==> config.mk <==
export PLATFORM = sky130hd
export DESIGN_NAME = iotlb_asid
export DESIGN_NICKNAME = d
export VERILOG_FILES = /design/src/rtl/iotlb_pkg.sv /design/src/rtl/iotlb_flush_decode.sv /design/src/rtl/iotlb_victim_sel.sv /design/src/rtl/iotlb_asid.sv
export SDC_FILE = /design/constraint.sdc
export NUM_CORES = 1
export LEC_CHECK = 0
export ABC_CLOCK_PERIOD_IN_PS = 4900
export BUFFER_PORTS_ARGS = -buffer_cell sky130_fd_sc_hd__buf_4
export CAP_MARGIN = 10
export CORE_MARGIN = 4
export CORE_UTILIZATION = 30
export CTS_CLUSTER_SIZE = 14
export DETAILED_ROUTE_END_ITERATION = 10
export PLACE_DENSITY = 0.47
export REMOVE_ABC_BUFFERS = 1
export SETUP_SLACK_MARGIN = 0.5
export SYNTH_ARGS = -nofsm -noshare
export SYNTH_HDL_FRONTEND = slang
export SYNTH_HIERARCHICAL = 1
export SYNTH_SLANG_ARGS = --single-unit
==> constraint.sdc <==
create_clock -name clk -period 4.9 [get_ports clk]
set_input_delay 0.98 -clock clk [delete_from_list [all_inputs] [get_ports clk]]
set_output_delay 0.98 -clock clk [all_outputs]
set_load 0.03 [all_outputs]
==> src/rtl/iotlb_pkg.sv <==
package iotlb_pkg;
   localparam int VA_W       = 32;
   localparam int PAGE_SHIFT = 12;
   localparam int VPN_W      = VA_W - PAGE_SHIFT;
   localparam int ATTR_W     = 3;
   // field boundaries expressed as page-number bit positions
   localparam int SECT_LSB   = 22 - PAGE_SHIFT;
   localparam int GROUP_LSB  = 14 - PAGE_SHIFT;

   typedef enum logic [1:0] {
      FL_ANY     = 2'd0,
      FL_RSVD    = 2'd1,
      FL_SECTION = 2'd2,
      FL_GROUP   = 2'd3
   } fl_mode_e;

   function automatic int asid_width(input bit wide);
      return wide ? 7 : 2;
   endfunction
endpackage

==> src/rtl/iotlb_flush_decode.sv <==
module iotlb_flush_decode
   import iotlb_pkg::*;
#(
   parameter int ASID_W = 7
) (
   input  logic              clk,
   input  logic              rst_n,
   input  logic              cmd_we,
   input  logic [31:0]       cmd_wdata,
   output logic              fl_act,
   output logic [VPN_W-1:0]  fl_key,
   output logic [VPN_W-1:0]  fl_mask,
   output logic              fl_asid_chk,
   output logic [ASID_W-1:0] fl_asid
);
   localparam int ASID_LSB = 31 - ASID_W;

   logic [ASID_W-1:0] asid_field;
   fl_mode_e          mode_q;
   logic              unused_bits;

   if (ASID_W == 7) begin : g_wide_field
      assign asid_field = cmd_wdata[30:24];
   end else if (ASID_W == 2) begin : g_narrow_field
      assign asid_field = cmd_wdata[30:29];
   end else begin : g_bad_field
      $error("iotlb_flush_decode: ASID_W must be 2 or 7");
   end

   assign unused_bits = ^cmd_wdata[ASID_LSB-1:VPN_W];

   always_ff @(posedge clk) begin
      if (!rst_n) begin
         fl_act      <= 1'b0;
         fl_asid_chk <= 1'b0;
         fl_asid     <= '0;
         fl_key      <= '0;
         mode_q      <= FL_ANY;
      end else begin
         fl_act <= cmd_we && (fl_mode_e'(cmd_wdata[1:0]) != FL_RSVD);
         if (cmd_we) begin
            mode_q      <= fl_mode_e'(cmd_wdata[1:0]);
            fl_key      <= cmd_wdata[VPN_W-1:0];
            fl_asid_chk <= cmd_wdata[31];
            fl_asid     <= asid_field;
         end
      end
   end

   always_comb begin
      case (mode_q)
         FL_SECTION: fl_mask = {{(VPN_W-SECT_LSB){1'b1}},  {SECT_LSB{1'b0}}};
         FL_GROUP:   fl_mask = {{(VPN_W-GROUP_LSB){1'b1}}, {GROUP_LSB{1'b0}}};
         default:    fl_mask = '0;
      endcase
   end
endmodule

==> src/rtl/iotlb_victim_sel.sv <==
module iotlb_victim_sel #(
   parameter int NUM_LINES = 8,
   parameter int IDX_W     = 3,
   parameter int CNT_W     = 4
) (
   input  logic                 clk,
   input  logic                 rst_n,
   input  logic [NUM_LINES-1:0] line_valid,
   input  logic [CNT_W-1:0]     eff_lines,
   input  logic                 alloc,
   output logic [IDX_W-1:0]     victim
);
   logic [IDX_W-1:0] rr_ptr;
   logic [IDX_W-1:0] rr_base;
   logic [IDX_W-1:0] free_idx;
   logic             have_free;
   logic [CNT_W-1:0] rr_next;

   always_comb begin
      have_free = 1'b0;
      free_idx  = '0;
      for (int i = NUM_LINES - 1; i >= 0; i--) begin
         if (!line_valid[i] && (CNT_W'(i) < eff_lines)) begin
            have_free = 1'b1;
            free_idx  = IDX_W'(i);
         end
      end
   end

   assign rr_base = (CNT_W'(rr_ptr) >= eff_lines) ? '0 : rr_ptr;
   assign rr_next = CNT_W'(rr_base) + CNT_W'(1);
   assign victim  = have_free ? free_idx : rr_base;

   always_ff @(posedge clk) begin
      if (!rst_n) begin
         rr_ptr <= '0;
      end else if (alloc && !have_free) begin
         rr_ptr <= (rr_next >= eff_lines) ? '0 : IDX_W'(rr_next);
      end
   end
endmodule

==> src/rtl/iotlb_asid.sv <==
module iotlb_asid
   import iotlb_pkg::*;
#(
   parameter  int NUM_LINES = 8,
   parameter  bit WIDE_ASID = 1'b1,
   parameter  int PFN_W     = 20,
   localparam int ASID_W    = asid_width(WIDE_ASID),
   localparam int CNT_W     = $clog2(NUM_LINES + 1)
) (
   input  logic              clk,
   input  logic              rst_n,
   input  logic [CNT_W-1:0]  cfg_active_lines,
   input  logic              cfg_hit_under_miss,
   input  logic              lk_valid,
   input  logic [19:0]       lk_vpn,
   input  logic [ASID_W-1:0] lk_asid,
   output logic              lk_hit,
   output logic              lk_miss,
   output logic [PFN_W-1:0]  lk_pfn,
   output logic [2:0]        lk_attr,
   output logic              fr_valid,
   output logic [19:0]       fr_vpn,
   output logic [ASID_W-1:0] fr_asid,
   input  logic              fill_valid,
   input  logic [PFN_W-1:0]  fill_pfn,
   input  logic [2:0]        fill_attr,
   input  logic              cmd_we,
   input  logic [31:0]       cmd_wdata
);
   localparam int IDX_W = $clog2(NUM_LINES);

   if (NUM_LINES < 2 || NUM_LINES > 64) begin : g_bad_lines
      $error("iotlb_asid: NUM_LINES must lie in 2..64");
   end
   if (PFN_W < 1 || PFN_W > 32) begin : g_bad_pfn
      $error("iotlb_asid: PFN_W must lie in 1..32");
   end

   // line storage
   logic [NUM_LINES-1:0] v_q;
   logic [VPN_W-1:0]     tag_vpn_q  [NUM_LINES];
   logic [ASID_W-1:0]    tag_asid_q [NUM_LINES];
   logic [PFN_W-1:0]     pfn_q      [NUM_LINES];
   logic [ATTR_W-1:0]    attr_q     [NUM_LINES];

   // outstanding walk
   logic              pend_q;
   logic [VPN_W-1:0]  pend_vpn_q;
   logic [ASID_W-1:0] pend_asid_q;

   // invalidation command
   logic              fl_act;
   logic [VPN_W-1:0]  fl_key;
   logic [VPN_W-1:0]  fl_mask;
   logic              fl_asid_chk;
   logic [ASID_W-1:0] fl_asid;

   logic [CNT_W-1:0]     eff_lines;
   logic [NUM_LINES-1:0] in_range;
   logic [NUM_LINES-1:0] kill;
   logic [NUM_LINES-1:0] match;
   logic [IDX_W-1:0]     victim;
   logic                 any_hit;
   logic                 start_miss;
   logic                 fill_take;
   logic                 fill_killed;
   logic                 install;

   iotlb_flush_decode #(.ASID_W(ASID_W)) u_decode (
      .clk         (clk),
      .rst_n       (rst_n),
      .cmd_we      (cmd_we),
      .cmd_wdata   (cmd_wdata),
      .fl_act      (fl_act),
      .fl_key      (fl_key),
      .fl_mask     (fl_mask),
      .fl_asid_chk (fl_asid_chk),
      .fl_asid     (fl_asid)
   );

   assign eff_lines = ((cfg_active_lines == '0) || (cfg_active_lines > CNT_W'(NUM_LINES)))
                      ? CNT_W'(NUM_LINES) : cfg_active_lines;

   for (genvar i = 0; i < NUM_LINES; i++) begin : g_line
      assign in_range[i] = CNT_W'(i) < eff_lines;
      assign kill[i]     = fl_act && v_q[i]
                           && ((tag_vpn_q[i] & fl_mask) == (fl_key & fl_mask))
                           && (!fl_asid_chk || (tag_asid_q[i] == fl_asid));
      assign match[i]    = v_q[i] && !kill[i] && in_range[i]
                           && (tag_vpn_q[i] == lk_vpn) && (tag_asid_q[i] == lk_asid);
   end

   always_comb begin
      lk_pfn  = '0;
      lk_attr = '0;
      for (int i = 0; i < NUM_LINES; i++) begin
         if (match[i]) begin
            lk_pfn  = lk_pfn  | pfn_q[i];
            lk_attr = lk_attr | attr_q[i];
         end
      end
   end

   assign any_hit     = |match;
   assign lk_hit      = lk_valid && any_hit && (!pend_q || cfg_hit_under_miss);
   assign lk_miss     = lk_valid && !lk_hit;
   assign start_miss  = lk_miss && !pend_q;
   assign fill_take   = fill_valid && pend_q;
   assign fill_killed = fl_act
                        && ((pend_vpn_q & fl_mask) == (fl_key & fl_mask))
                        && (!fl_asid_chk || (pend_asid_q == fl_asid));
   assign install     = fill_take && !fill_killed;

   iotlb_victim_sel #(
      .NUM_LINES (NUM_LINES),
      .IDX_W     (IDX_W),
      .CNT_W     (CNT_W)
   ) u_victim (
      .clk        (clk),
      .rst_n      (rst_n),
      .line_valid (v_q),
      .eff_lines  (eff_lines),
      .alloc      (install),
      .victim     (victim)
   );

   always_ff @(posedge clk) begin
      if (!rst_n) begin
         v_q <= '0;
      end else begin
         v_q <= v_q & ~kill;
         if (install) v_q[victim] <= 1'b1;
      end
   end

   always_ff @(posedge clk) begin
      if (install) begin
         tag_vpn_q[victim]  <= pend_vpn_q;
         tag_asid_q[victim] <= pend_asid_q;
         pfn_q[victim]      <= fill_pfn;
         attr_q[victim]     <= fill_attr;
      end
   end

   always_ff @(posedge clk) begin
      if (!rst_n) begin
         pend_q      <= 1'b0;
         pend_vpn_q  <= '0;
         pend_asid_q <= '0;
      end else if (start_miss) begin
         pend_q      <= 1'b1;
         pend_vpn_q  <= lk_vpn;
         pend_asid_q <= lk_asid;
      end else if (fill_take) begin
         pend_q      <= 1'b0;
      end
   end

   assign fr_valid = pend_q;
   assign fr_vpn   = pend_vpn_q;
   assign fr_asid  = pend_asid_q;
endmodule

==> qor.yml <==
outcome:
  outcome: "finished clean"
logic_synthesis:
  synth_edf_count: 400
  synth_area_leaders: "edfxtp_1, xor2_1, xnor2_1"
  avgSynthCellArea_sq_um: 13.34
  syn_area_sq_um: 22440
  yosysUniqueCellTypes: 67
  ys_async_sr_fraction: 0
  ys_ff_latch: 468
  ys.flop_type: "edfxtp_1"
  synth_warnings: 6
  synth_top_area_share: 0.5353
  ys_seq_area_frac: 0.5959
  postSynthCellCount: 1682
  synth_top_area_cell: "edfxtp_1"
timing:
  hold_viol: 0
  final_min_period_over_clock_period: 0.9243
  skew_ns: 0.05380
  relSlewSlack: 0.3576
  slew_viol_final: 0
  tightest_slew_ns: 0.9623
  setup_viol_count_final: 0
  tns_ns: 0
  rsz0062_at_grt: "true"
  fmax_mhz: 220.8
  period_needed_ns: 4.529
  layout_setup_ws_ns: 0.3708
place:
  io_buffers: 140
  dp_hpwl_um: 58830
  place_congestion: 0.9063
  pre_cts_slack_ns: 0.1490
  postPlaceCellArea_sq_um: 25180
cells_and_area:
  nets: 1987
  areaGrowthSynthToFinish_pct: 24.47
  utilization: 0.3758
  final_cell_mix: "edfxtp_1, xor2_1, buf_4"
  final_common_cell: "edfxtp_1"
  design_area_sq_um: 27930
  drive_gt1_frac: 0.2364
grt:
  grt_max_degree: 52
  grt_pass1_vias: 15500
  grt_use_total: 0.2151
  antenna_found_initial: 8
  grt_pass1_wl_um: 120300
  grt_overflow: 0
routing:
  drt-total-wl_um: 87250
  wl_per_cell_um: 30.04
  drt_first_pass_iters: 5
  vias_per_cell: 5.273
  drc_errors: 0
  drt_iter0_drc: 1538
  antenna_left: 0
  vias: 15310
floorplan:
  rows: 100
  ios: 145
  dieHeight_um: 281.5
  initial_core_util: 0.3019
  fp.coreArea_sq_um: 74320
  die_w_um: 281.5
  dieArea_sq_um: 79240
setup_path:
  path_max_fanout: 25
  crit_type: "primary input to output port"
  crit_arrival_ns: 3.55
  setup.worst_path.end_class: "output port"
  required_ns: 3.92
  cp-start-kind: "primary input"
cts:
  clk_pin_slew_ns: 0.06
  numCtsBuffers: 54
  insertion_delay_ns: 0.64
  cts_tree: "built"
  cts-root-buf: "clkbuf_16"
  clockBufferDepth: 3
  ctsHtreeMaxLevel: 2
  clock_sinks: 468
  cts_hold_repair.buffers: 0
power_and_ir_drop:
  irDropWorstVdd_mv: 0.2681
  cellPowerDensity_nw_per_um2: 340.8
  p_total_w: 0.009520
  p_leak_nw: 9.982
job:
  drv_cap: 0
min_path:
  hold_path.class: "register to register"
-- cells in the mapped netlist, drive strengths merged, types with 6 or more instances --
cell type  instances
a2111oi           10
a211oi             6
a21oi              7
a221oi             7
a222oi             9
a22o               6
a22oi            120
a32oi             21
and3               6
buf               79
clkbuf            51
dfxtp             68
edfxtp           400
ha                 8
inv               12
mux2i             55
nand2             87
nand3             15
nand3b            24
nand4             82
nor2              14
nor2b             40
nor3               7
nor4              34
o21a              10
o21ai             10
xnor2            179
xor2             259
-- through the flow --
step	hold slack, ns	instances
finish	0.5335	2904
global route	0.5408	2902
CTS	0.5146	2895
detailed placement	0.5234	2774
global placement	0.5119	2774
floorplan	0.4952	1553
-- path summary, 6_finish.rpt --
check | end | cells past startpoint | from | slack, ns
max | lk_hit | 12 | lk_vpn[0] | 0.37
min | tag_asid_q[2][4] | 0 | fr_asid[4] | 0.53
max reg2reg | v_q[2] | 9 | fr_asid[1] | 1.34
min reg2reg | tag_asid_q[2][4] | 0 | fr_asid[4] | 0.53
-- layout make-up --
type / instances / area (sq um)
antenna: 2 / 5.005
clock buffer: 63 / 1385
clock inverter: 39 / 436.7
fill: 7237 / 46390
inverter: 12 / 45.04
multi-input combinational: 1073 / 8696
sequential: 468 / 13420
tap: 969 / 1212
timing repair buffer: 278 / 2733
-- registers in the layout, indices dropped and copies added, names as in the netlist --
register	count
fr_valid	1
u_decode/fl_asid	7
tag_asid_q	56
pfn_q	160
u_decode/fl_key	20
u_victim/rr_ptr	3
u_decode/fl_act	1
fr_asid	7
attr_q	24
u_decode/fl_asid_chk	1
fr_vpn	20
v_q	8
tag_vpn_q	160
-- critical path, cell delays in order --
cell and delay [ns]:
buf_4 0.13, buf_4 0.19, xor2_1 0.17, a211o_1 0.28
nor4_1 0.57, nand4_1 0.18, nor2_2 0.24, buf_12 0.24
nor4_2 0.07, a21oi_2 0.16, and2_1 0.14, buf_4 0.15
-- power by group --
part / switching (W) / internal (W)
Combinational: 0.000564 / 0.000334
Sequential: 0.0000968 / 0.00438
Clock: 0.00173 / 0.00241
-- kinds of logic (layout without fill, tap and decap cells) --
kind of cell	Yosys count	after routing	synth area share
compound gates	236	236	0.08475
xor+xnor	438	438	0.1710
fa+ha+maj	8	8	0.004461
buf+inv	142	392	0.03435
flops	468	468	0.5959
mux	55	55	0.02453
other cells	1	4	0.0001671
simple gates	334	334	0.08486
-- repair_timing --
| item | CTS | global route |
|---|---|---|
| buffers inserted | 12 | 5 |
| setup endpoints to repair | 25 | 25 |
| gates resized for setup | 63 | 59 |
| gates cloned | 7 | 2 |
| pin swaps | 16 | 17 |
| endpoints found under the hold margin | 0 | 0 |
-- layer usage --
layer	global-route usage	wire (um)	vias up
li1	-	-	6711
met4	0.08054	3652	12
met5	0	91	-
met2	0.3521	40850	591
met1	0.2886	37090	7840
met3	0.03461	5567	159
Power figures use the tool's default switching activity.
